**src/rtl/insn_decode_npc.sv**
```systemverilog
module insn_decode_npc #(
  parameter int XW = 32
) (
  input  logic [XW-1:0] instr,
  input  logic [XW-1:0] pc,
  input  logic          src_equal,
  output logic [4:0]    rs_idx,
  output logic [4:0]    rt_idx,
  output logic [4:0]    rd_idx,
  output logic [XW-1:0] imm_ext,
  output logic          dst_sel_rd,
  output logic          alu_src_imm,
  output logic          alu_sub,
  output logic          reg_we,
  output logic          mem_rd,
  output logic          mem_we,
  output logic          wb_from_mem,
  output logic [XW-1:0] next_pc
);
  localparam logic [5:0] OP_REG  = 6'h00;
  localparam logic [5:0] OP_ADDI = 6'h08;
  localparam logic [5:0] OP_LOAD = 6'h23;
  localparam logic [5:0] OP_STOR = 6'h2B;
  localparam logic [5:0] OP_JUMP = 6'h02;
  localparam logic [5:0] OP_BREQ = 6'h04;
  localparam logic [5:0] FN_ADD  = 6'h20;

  logic [5:0]    opc, fn;
  logic          is_jump, br_take;
  logic [XW-1:0] seq_pc, br_pc, jmp_pc;

  assign opc     = instr[31:26];
  assign fn      = instr[5:0];
  assign rs_idx  = instr[25:21];
  assign rt_idx  = instr[20:16];
  assign rd_idx  = instr[15:11];
  assign imm_ext = {{(XW-16){instr[15]}}, instr[15:0]};

  always_comb begin
    dst_sel_rd  = 1'b0;
    alu_src_imm = 1'b0;
    alu_sub     = 1'b0;
    reg_we      = 1'b0;
    mem_rd      = 1'b0;
    mem_we      = 1'b0;
    wb_from_mem = 1'b0;
    is_jump     = 1'b0;
    br_take     = 1'b0;
    case (opc)
      OP_REG: if (fn == FN_ADD) begin
        dst_sel_rd = 1'b1;
        reg_we     = 1'b1;
      end
      OP_ADDI: begin
        alu_src_imm = 1'b1;
        reg_we      = 1'b1;
      end
      OP_LOAD: begin
        alu_src_imm = 1'b1;
        reg_we      = 1'b1;
        mem_rd      = 1'b1;
        wb_from_mem = 1'b1;
      end
      OP_STOR: begin
        alu_src_imm = 1'b1;
        mem_we      = 1'b1;
      end
      OP_JUMP: is_jump = 1'b1;
      OP_BREQ: begin
        alu_sub = 1'b1;
        br_take = src_equal;
      end
      default: ;
    endcase
  end

  assign seq_pc  = pc + XW'(4);
  assign br_pc   = seq_pc + {imm_ext[XW-3:0], 2'b00};
  assign jmp_pc  = {pc[XW-1:XW-4], instr[25:0], 2'b00};
  assign next_pc = is_jump ? jmp_pc : (br_take ? br_pc : seq_pc);
endmodule

```
**config.mk**
```make
export PLATFORM = sky130hd
export DESIGN_NAME = insn_decode_npc
export DESIGN_NICKNAME = d
export VERILOG_FILES = /design/src/rtl/insn_decode_npc.sv
export SDC_FILE = /design/constraint.sdc
export NUM_CORES = 1
export LEC_CHECK = 0
export BUFFER_PORTS_ARGS = -buffer_cell sky130_fd_sc_hd__clkbuf_2
export CORE_ASPECT_RATIO = 1.4
export CORE_MARGIN = 2
export CORE_UTILIZATION = 51
export DETAILED_ROUTE_END_ITERATION = 8
export PLACE_DENSITY_LB_ADDON = 0.1
export SYNTH_ARGS = -nofsm -noshare
export SYNTH_HDL_FRONTEND = slang
export SYNTH_SLANG_ARGS = --single-unit
```
**constraint.sdc**
```tcl
create_clock -name vclk -period 4.65
set_input_delay 0.6975 -clock vclk [all_inputs]
set_output_delay 0.6975 -clock vclk [all_outputs]
set_load 0.005 [all_outputs]
```
# After elaboration in Yosys (flattened, before gate mapping)
# Cells that the tools add are included.
# op_classes
bitwise,0
shifts,0
eq_ne,6
div,0
mux,11
reduce_logical,3
magnitude_cmp,0
n_addsub,2
multipliers,0
# ops
cell,count
$mux 32,2
$add 32x3->32 const B,1
$add 32x32->32,1
$eq 6x6->1 const B,3
$mux 1,8
$eq 6x2->1 const B,1
$eq 6x3->1 const B,1
$eq 6x4->1 const B,1
$logic_not 6->1,1
$reduce_or 3->1,1
$pmux 1 s2,1
$reduce_or 2->1,1
# totals
register_bits,0
ramBits,0
mem_count,0
latchBits,0
elab_cells,22
rom_bits,0

# Depth between registers and ports, before layout
# Gate-level depths: netlist of run 1.
# logic_depth
ltp_word,4
depth_mapped,16
depth_no_buf,14

# Worst setup path after synthesis of run 1
# Ideal clock, no wire load.
# synth_path
kind,input to output
startpoint,in pc[5]
endpoint,out next_pc[29]
arrival_time_ns,3.459
cell_stages,16
n_path_buf,2
setup_slack_ns,0.494
cell_sequence,nand4_1 > nor2_1 > and3_1 > nand3_1 > xnor2_1 > ha_1 > buf_6 > a21o_4 > a21oi_2 > o21a_1 > nor3_2 > or2_1 > buf_6 > a31oi_2 > mux2_4 > a21oi_2
# synth_between
elab_chain_len,4
# synth_lines
item,line,source
"start, declared",5,"input logic [XW-1:0] pc,"
$add 32x3->32 *,77,assign seq_pc = pc + XW'(4);
$add 32x32->32,78,"assign br_pc = seq_pc + {imm_ext[XW-3:0], 2'b00};"
$mux 32 * (2 in a row),80,assign next_pc = is_jump ? jmp_pc : (br_take ? br_pc : seq_pc);
"end, declared",18,output logic [XW-1:0] next_pc
# Every way passes the cells marked *; elsewhere a longest branch is shown, timed or not.

# Final worst setup path of run 1
# layout_path
startpoint,in pc[5]
endpoint,out next_pc[31]
# Same word-level chain as after synthesis.

==> impl_results.html, run 1 <==
<table>
<tr><th>Metric</th><th>Value</th></tr>
<tr><th colspan="2">Layout</th></tr>
<tr><td>Clock buffer cells</td><td>0</td></tr>
<tr><td>Post-Route Utilization</td><td>a little over two thirds</td></tr>
<tr><td>Area added between synthesis and finish</td><td>34.9%</td></tr>
<tr><td>Multi-input gate area in the final layout</td><td>~0.0031 mm^2</td></tr>
<tr><td>Post-Layout Inst Area</td><td>0.00464 mm^2</td></tr>
<tr><td>Register area</td><td>0 um^2</td></tr>
<tr><td>Ant diodes</td><td>0</td></tr>
<tr><td>FILL cells</td><td>582</td></tr>
<tr><td>Total Nets Final</td><td>764</td></tr>
<tr><td>Count of sequential standard cells</td><td>0</td></tr>
<tr><td>Fraction of layout cells with a size suffix above 1</td><td>approximately 43%</td></tr>
<tr><th colspan="2">Run status</th></tr>
<tr><td>Run status</td><td>finished clean</td></tr>
<tr><th colspan="2">Yosys</th></tr>
<tr><td>Distinct cell type count after synthesis</td><td>66</td></tr>
<tr><td>Most instantiated cells after synthesis</td><td>sky130_fd_sc_hd__a21oi_1 (51), sky130_fd_sc_hd__buf_4 (49), sky130_fd_sc_hd__nand2_1 (47), sky130_fd_sc_hd__ha_1 (37), sky130_fd_sc_hd__nor2_1 (37)</td></tr>
<tr><td>Share of synthesized area occupied by flip-flops and latches</td><td>0%</td></tr>
<tr><td>Area leader, netlist</td><td>sky130_fd_sc_hd__ha_1</td></tr>
<tr><td>Yosys warning count</td><td>0</td></tr>
<tr><td>Net Count, Synth</td><td>606</td></tr>
<tr><td>Synth Instances</td><td>503</td></tr>
<tr><td>Cell Area, Synth</td><td>roughly 0.0034 mm^2</td></tr>
<tr><td>Avg Synthesized Cell Area</td><td>6.84 um^2</td></tr>
<tr><td>Largest cells by area after synthesis</td><td>sky130_fd_sc_hd__ha_1 (13%), sky130_fd_sc_hd__buf_4 (11%), sky130_fd_sc_hd__xnor2_1 (8.2%)</td></tr>
<tr><td>Most common cell in the synthesized netlist</td><td>sky130_fd_sc_hd__a21oi_1</td></tr>
<tr><td>Portion of synthesized cell area occupied by the leading cell type</td><td>13.5%</td></tr>
<tr><th colspan="2">Die</th></tr>
<tr><td>Row count</td><td>35</td></tr>
<tr><td>Placeable core region</td><td>about 0.0066 mm^2</td></tr>
<tr><td>Count of pins on the block boundary</td><td>151</td></tr>
<tr><td>Die H</td><td>~100 um</td></tr>
<tr><td>Die ar.</td><td>0.00742 mm^2</td></tr>
<tr><td>Starting Density</td><td>52.3%</td></tr>
<tr><td>Chip width</td><td>approximately 73 um</td></tr>
<tr><th colspan="2">Power and ir drop</th></tr>
<tr><td>Total Power</td><td>0.509 mW</td></tr>
<tr><td>Pwr per Cell Area</td><td>110 mW/mm^2</td></tr>
<tr><td>Static Leakage</td><td>between 2 and 2.5 nW</td></tr>
<tr><td>Worst IR Drop VDD</td><td>0.0000633 V</td></tr>
<tr><th colspan="2">Clock tree</th></tr>
<tr><td>CTS Hold Buffers Added</td><td>0</td></tr>
<tr><th colspan="2">Global routing</th></tr>
<tr><td>Wire length of the first global-routing pass</td><td>approximately 19 mm</td></tr>
<tr><td>Initial antenna violation count</td><td>0</td></tr>
<tr><td>Pin count of the biggest net entering global routing</td><td>36</td></tr>
<tr><td>Number of global-route vias before repair</td><td>4,009</td></tr>
<tr><td>Total global-route track usage</td><td>30.6%</td></tr>
<tr><td>Global-route congestion overflow total</td><td>0</td></tr>
<tr><th colspan="2">STA</th></tr>
<tr><td>Fmax</td><td>217 MHz</td></tr>
<tr><td>Sum of negative setup slack</td><td>0 ps</td></tr>
<tr><td>Worst-case headroom to the max-slew limit</td><td>approximately 53%</td></tr>
<tr><td>Final clock period utilization by the worst path</td><td>between 90% and 100%</td></tr>
<tr><td>Final setup vio count</td><td>0</td></tr>
<tr><td>Worst-margin pin slew</td><td>711 ps</td></tr>
<tr><td>Minimum clock period</td><td>4610 ps</td></tr>
<tr><td>Fin. Hold Viols</td><td>0</td></tr>
<tr><td>Hold Slack</td><td>between 1500 and 2000 ps</td></tr>
<tr><td>Max-slew violation count</td><td>0</td></tr>
<tr><td>Setup repair after global routing missed its margin</td><td>true</td></tr>
<tr><th colspan="2">Worst hold path</th></tr>
<tr><td>Cell count of the worst hold path</td><td>2</td></tr>
<tr><td>Worst hold start</td><td>instr[19]</td></tr>
<tr><td>Worst hold path endpoint</td><td>rt_idx[3]</td></tr>
<tr><td>Worst min-delay path class</td><td>in2out</td></tr>
<tr><th colspan="2">Routing</th></tr>
<tr><td>Vias after detailed routing</td><td>4,417</td></tr>
<tr><td>Final WL</td><td>12.3 mm</td></tr>
<tr><td>DRC violation count after routing</td><td>0</td></tr>
<tr><td>Post-detailed-route wirelength per cell</td><td>between 15 and 20 um</td></tr>
<tr><td>Average via count per standard cell</td><td>6.03</td></tr>
<tr><td>TritonRoute pass-1 iters</td><td>5</td></tr>
<tr><td>ANT nets after route</td><td>0</td></tr>
<tr><td>Initial DRC count</td><td>233</td></tr>
<tr><th colspan="2">Critical path</th></tr>
<tr><td>Crit Path Category</td><td>in2out</td></tr>
<tr><td>CP endpoint kind</td><td>output pin</td></tr>
<tr><td>CP Max Fanout</td><td>5</td></tr>
<tr><td>Worst EP arrival</td><td>3920 ps</td></tr>
<tr><td>Kind of launch point of the worst setup path</td><td>primary input</td></tr>
<tr><td>Endpoint required time on the critical path</td><td>3950 ps</td></tr>
<tr><th colspan="2">Run</th></tr>
<tr><td>Max-capacitance violation count</td><td>0</td></tr>
<tr><th colspan="2">Placed design</th></tr>
<tr><td>Routability-driven placement congestion ratio</td><td>between 0.9 and 1</td></tr>
<tr><td>Port bufs</td><td>151</td></tr>
<tr><td>Cell area after placement</td><td>~0.0042 mm^2</td></tr>
<tr><td>Final HPWL from detailed placement</td><td>between 9 and 10 mm</td></tr>
</table>
-- placed cells by master, fill, tap and decap left out, drive strengths merged, types with 3 or more instances in the layout --
master,n
xnor2,32
a21oi,56
ha,37
clkbuf,139
o21ai,22
and2,5
a31oi,9
nand2,47
nor2b,4
a21o,16
o22ai,15
o2111ai,3
buf,84
nor4,6
and3,13
and4,3
nand3,24
o21bai,3
nor2,37
nand4,13
a211oi,3
or2,4
o21a,3
nor3,19
xor2,17
inv,12
-- where the power goes --
group	switching [mW]	internal (mW)	leakage (nW)
combinational	0.272	0.237	2.30
sequential	0	0	0
clock	0	0	0
total	0.272	0.237	2.30
-- critical path, stage by stage --
cell and delay (ps):
sky130_fd_sc_hd__buf_8 80, sky130_fd_sc_hd__nand4_1 160, sky130_fd_sc_hd__buf_4 190, sky130_fd_sc_hd__nor4_4 120, sky130_fd_sc_hd__buf_4 180, sky130_fd_sc_hd__and2_4 190
sky130_fd_sc_hd__nand4_1 150, sky130_fd_sc_hd__xnor2_2 260, sky130_fd_sc_hd__ha_1 280, sky130_fd_sc_hd__and3_4 160, sky130_fd_sc_hd__a211o_1 250, sky130_fd_sc_hd__a21o_1 200
sky130_fd_sc_hd__nor4_4 300, sky130_fd_sc_hd__nor3_2 80, sky130_fd_sc_hd__a2111oi_2 330, sky130_fd_sc_hd__nand4_1 120, sky130_fd_sc_hd__buf_2 150
-- stage by stage --
stage	worst slack, ps	std cells
floorplan	494	503
global route	-141	733
CTS	0.434	716
global placement	-5.36	715
finish	35.6	733
detailed placement	-3.39	715
-- layer usage --
metal | routed length (um) | vias up | global-route usage (%)
met2 | 6590 | 175 | 57.9
met3 | 600 | 44 | 1.59
met4 | 542 | 0 | 14.7
met1 | 4540 | 2067 | 33.9
li1 | - | 2131 | -
met5 | 0 | - | 0
-- worst max path at each step --
stage	endpoint	startpoint	cells past startpoint	slack [ps]
global placement	next_pc[31]	pc[5]	16	-5
CTS	next_pc[30]	pc[4]	18	0.4
finish	next_pc[31]	pc[5]	17	40
floorplan	next_pc[29]	pc[5]	16	490
detailed placement	next_pc[30]	pc[5]	17	-3
global route	next_pc[30]	pc[5]	18	-140
-- cells by family after synthesis --
group | after synthesis | synth area share [%]
mux | 3 | 1.02
fa+ha+maj | 38 | 14.0
xor+xnor | 49 | 12.5
compound gates | 151 | 29.4
buf+inv | 79 | 14.7
simple gates | 183 | 28.3
-- area by class of cell --
cell class,instances,share of cell area (%)
Multi-Input combinational cell,424,67.8
Timing Repair Buffer,223,29.3
Tap cell,74,2.00
Inverter,12,0.971
-- repair_timing --
action	in CTS	in global routing
buffers inserted	1	17
resized for setup	6	66
endpoints found under the setup margin	2	12
pin swaps	6	29
endpoints found under the hold margin	0	0
No activity file was read; power rests on OpenSTA's default activity.
==> run 2, diff against run 1 <==
--- a/config.mk
+++ b/config.mk
@@ -5,11 +5,11 @@
 export SDC_FILE = /design/constraint.sdc
 export NUM_CORES = 1
 export LEC_CHECK = 0
-export BUFFER_PORTS_ARGS = -buffer_cell sky130_fd_sc_hd__clkbuf_2
 export CORE_ASPECT_RATIO = 1.4
 export CORE_MARGIN = 2
-export CORE_UTILIZATION = 51
+export CORE_UTILIZATION = 65
 export DETAILED_ROUTE_END_ITERATION = 8
+export DONT_BUFFER_PORTS = 1
 export PLACE_DENSITY_LB_ADDON = 0.1
 export SYNTH_ARGS = -nofsm -noshare
 export SYNTH_HDL_FRONTEND = slang
==> impl_results.html, run 2 (synthesis results as in run 1) <==
<table>
<tr><th>Metric</th><th>Value</th></tr>
<tr><th colspan="2">Die</th></tr>
<tr><td>Starting Density</td><td>67.2% (+15 points)</td></tr>
<tr><td>Die ar.</td><td>0.00590 mm^2 (-21%)</td></tr>
<tr><td>Chip width</td><td>65.5 um (-11%)</td></tr>
<tr><td>Placeable core region</td><td>0.00512 mm^2 (-22%)</td></tr>
<tr><td>Count of pins on the block boundary</td><td>151 (unchanged)</td></tr>
<tr><td>Row count</td><td>31 (-11%)</td></tr>
<tr><td>Die H</td><td>90.1 um (-11%)</td></tr>
<tr><th colspan="2">Critical path</th></tr>
<tr><td>Endpoint required time on the critical path</td><td>3950 ps (about the same)</td></tr>
<tr><td>Kind of launch point of the worst setup path</td><td>primary input</td></tr>
<tr><td>Crit path top cell by count</td><td>sky130_fd_sc_hd__nand4_1</td></tr>
<tr><td>Series of cell instances along the critical path</td><td>nand4_2 -&gt; nor4_4 -&gt; and2_4 -&gt; nand4_1 -&gt; xnor2_2 -&gt; ha_2 -&gt; and3_1 -&gt; a211o_1 -&gt; a21o_1 -&gt; a41oi_2 -&gt; nor3_2 -&gt; a2111oi_2 -&gt; nand4_1</td></tr>
<tr><td>Critical path's slowest cell</td><td>sky130_fd_sc_hd__nor4_4</td></tr>
<tr><td>Worst EP arrival</td><td>3830 ps (-90 ps)</td></tr>
<tr><td>Critical path's largest stage delay</td><td>430 ps (+100 ps)</td></tr>
<tr><td>CP Max Fanout</td><td>7 (+2)</td></tr>
<tr><td>CP endpoint kind</td><td>output pin</td></tr>
<tr><td>Crit Path Category</td><td>in2out</td></tr>
<tr><th colspan="2">STA</th></tr>
<tr><td>Minimum clock period</td><td>4530 ps (-83.6 ps)</td></tr>
<tr><td>Max-slew violation count</td><td>0 (unchanged)</td></tr>
<tr><td>Final setup vio count</td><td>0 (unchanged)</td></tr>
<tr><td>Worst-case headroom to the max-slew limit</td><td>48.7% (-3.9 points)</td></tr>
<tr><td>Fmax</td><td>221 MHz (+1.8%)</td></tr>
<tr><td>Final Worst Setup Slack</td><td>119 ps (+83.6 ps)</td></tr>
<tr><td>Fin. Hold Viols</td><td>0 (unchanged)</td></tr>
<tr><td>Worst-margin pin slew</td><td>770 ps (+58.7 ps)</td></tr>
<tr><td>Final clock period utilization by the worst path</td><td>97.4% (-1.8 points)</td></tr>
<tr><th colspan="2">Placed design</th></tr>
<tr><td>Final HPWL from detailed placement</td><td>7.65 mm (-20%)</td></tr>
<tr><td>Minimum setup slack after placement</td><td>15.4 ps (+18.8 ps)</td></tr>
<tr><td>Port bufs</td><td>0 (-100%)</td></tr>
<tr><td>Routability-driven placement congestion ratio</td><td>1.01 (+2.5%)</td></tr>
<tr><th colspan="2">Power and ir drop</th></tr>
<tr><td>Clock share of power</td><td>0% (unchanged)</td></tr>
<tr><td>Gate power share</td><td>100.0% (about the same)</td></tr>
<tr><td>Internal power</td><td>0.139 mW (-42%)</td></tr>
<tr><td>Static Leakage</td><td>1.31 nW (-43%)</td></tr>
<tr><td>Switching power summed over all nets</td><td>0.192 mW (-29%)</td></tr>
<tr><td>Pwr per Cell Area</td><td>104 mW/mm^2 (-5.4%)</td></tr>
<tr><td>Worst IR Drop VDD</td><td>0.0000584 V (-7.7%)</td></tr>
<tr><td>Flop pwr share</td><td>0% (unchanged)</td></tr>
<tr><td>Total Power</td><td>0.331 mW (-35%)</td></tr>
<tr><td>Switching part of the total</td><td>58.1% (+4.7 points)</td></tr>
<tr><th colspan="2">Routing</th></tr>
<tr><td>ANT nets after route</td><td>0 (unchanged)</td></tr>
<tr><td>Average via count per standard cell</td><td>6.96 (+16%)</td></tr>
<tr><td>Initial DRC count</td><td>271 (+16%)</td></tr>
<tr><td>Vias after detailed routing</td><td>3,578 (-19%)</td></tr>
<tr><td>DRC violation count after routing</td><td>0 (unchanged)</td></tr>
<tr><td>Final WL</td><td>9.83 mm (-20%)</td></tr>
<tr><td>Post-detailed-route wirelength per cell</td><td>19.1 um (+14%)</td></tr>
<tr><td>TritonRoute pass-1 iters</td><td>5 (unchanged)</td></tr>
<tr><th colspan="2">Layout</th></tr>
<tr><td>Total Nets Final</td><td>553 (-28%)</td></tr>
<tr><td>Fraction of layout cells with a size suffix above 1</td><td>10.7% (-32 points)</td></tr>
<tr><td>Ant diodes</td><td>0 (unchanged)</td></tr>
<tr><td>Clock buffer cells</td><td>0 (unchanged)</td></tr>
<tr><td>Area added between synthesis and finish</td><td>-7.31%</td></tr>
<tr><td>Most common cell after layout, fill and taps aside</td><td>sky130_fd_sc_hd__a21oi_1</td></tr>
<tr><td>Count of sequential standard cells</td><td>0 (unchanged)</td></tr>
<tr><td>Register area</td><td>0 um^2 (unchanged)</td></tr>
<tr><td>FILL cells</td><td>520 (-11%)</td></tr>
<tr><td>Commonest cells after routing, fill and taps aside</td><td>sky130_fd_sc_hd__a21oi_1 (51), sky130_fd_sc_hd__nand2_1 (47), sky130_fd_sc_hd__nor2_1 (36)</td></tr>
<tr><th colspan="2">Global routing</th></tr>
<tr><td>Pin count of the biggest net entering global routing</td><td>45 (+25%)</td></tr>
<tr><td>Total global-route track usage</td><td>31.6% (+1.0 points)</td></tr>
<tr><td>Global-route congestion overflow total</td><td>0 (unchanged)</td></tr>
<tr><td>Initial antenna violation count</td><td>0 (unchanged)</td></tr>
<tr><td>Wire length of the first global-routing pass</td><td>15.3 mm (-17%)</td></tr>
<tr><td>Number of global-route vias before repair</td><td>3,276 (-18%)</td></tr>
<tr><th colspan="2">Run</th></tr>
<tr><td>Max-capacitance violation count</td><td>0 (unchanged)</td></tr>
<tr><th colspan="2">Run status</th></tr>
<tr><td>Run status</td><td>finished clean</td></tr>
<tr><th colspan="2">Clock tree</th></tr>
<tr><td>CTS Hold Buffers Added</td><td>0 (unchanged)</td></tr>
<tr><th colspan="2">Worst hold path</th></tr>
<tr><td>Worst min-delay path class</td><td>in2out</td></tr>
<tr><td>Cell count of the worst hold path</td><td>0 (-2)</td></tr>
<tr><td>Worst hold path endpoint</td><td>imm_ext[10]</td></tr>
<tr><td>Worst hold start</td><td>instr[10]</td></tr>
</table>
run 2: power groups by stage:
stage                     clock network [mW]  registers (mW)  logic (mW)
after floorplan                            0               0       0.304
after global placement                     0               0       0.318
after detailed placement                   0               0       0.322
after CTS                                  0               0       0.325
after global routing                       0               0       0.365
final                                      0               0       0.331
run 2: how the worst max path moves through the flow:
| stage | from | to | slack, ps | cells after the start |
|---|---|---|---|---|
| after floorplan | pc[5] | next_pc[29] | 490 | 16 |
| after global placement | pc[13] | next_pc[31] | 80 | 13 |
| after detailed placement | pc[13] | next_pc[31] | 20 | 13 |
| after CTS | pc[13] | next_pc[31] | 20 | 13 |
| after global routing | pc[13] | next_pc[31] | -20 | 13 |
| final | pc[13] | next_pc[31] | 120 | 13 |
run 2: worst max-delay path: cells and delay by family:
| kind | cells | cell delay, ps |
|---|---|---|
| adders and majority gates | 1 | 350 |
| and+or+nand+nor | 7 | 1510 |
| AOI/OAI and AO/OA | 4 | 1070 |
| xor gates and xnor gates | 1 | 190 |
run 2: routing by layer:
layer  wire [um]  GRT usage [%]  vias up
met5           0              0        -
met4         252           9.55        0
met2        5250           60.3      154
met3         616           2.88       22
met1        3710           35.7     1703
li1            -              -     1699
run 2: timing repair:
action,in CTS,in global routing
buffers inserted,0,4
gates resized for setup,0,8
endpoints found under the setup margin,0,3
run 2: final cells by class:
cell class | count | area [um^2] | area share [%]
inverter | 12 | 45.0 | 1.41
timing repair buffer | 12 | 90.1 | 2.83
multi-input combinational | 424 | 2970 | 93.2
tap | 66 | 82.6 | 2.59
run 2: metrics by stage:
step	instances	cell area, um^2	setup TNS, ps	util (%)	hold slack (ps)
global placement	510	3120	0	61.0	1400
global route	514	3190	-20.4	62.2	1400
finish	514	3190	0	62.2	1400
detailed placement	510	3120	0	61.0	1400
CTS	510	3120	0	61.0	1400
floorplan	503	3440	0	-	1420
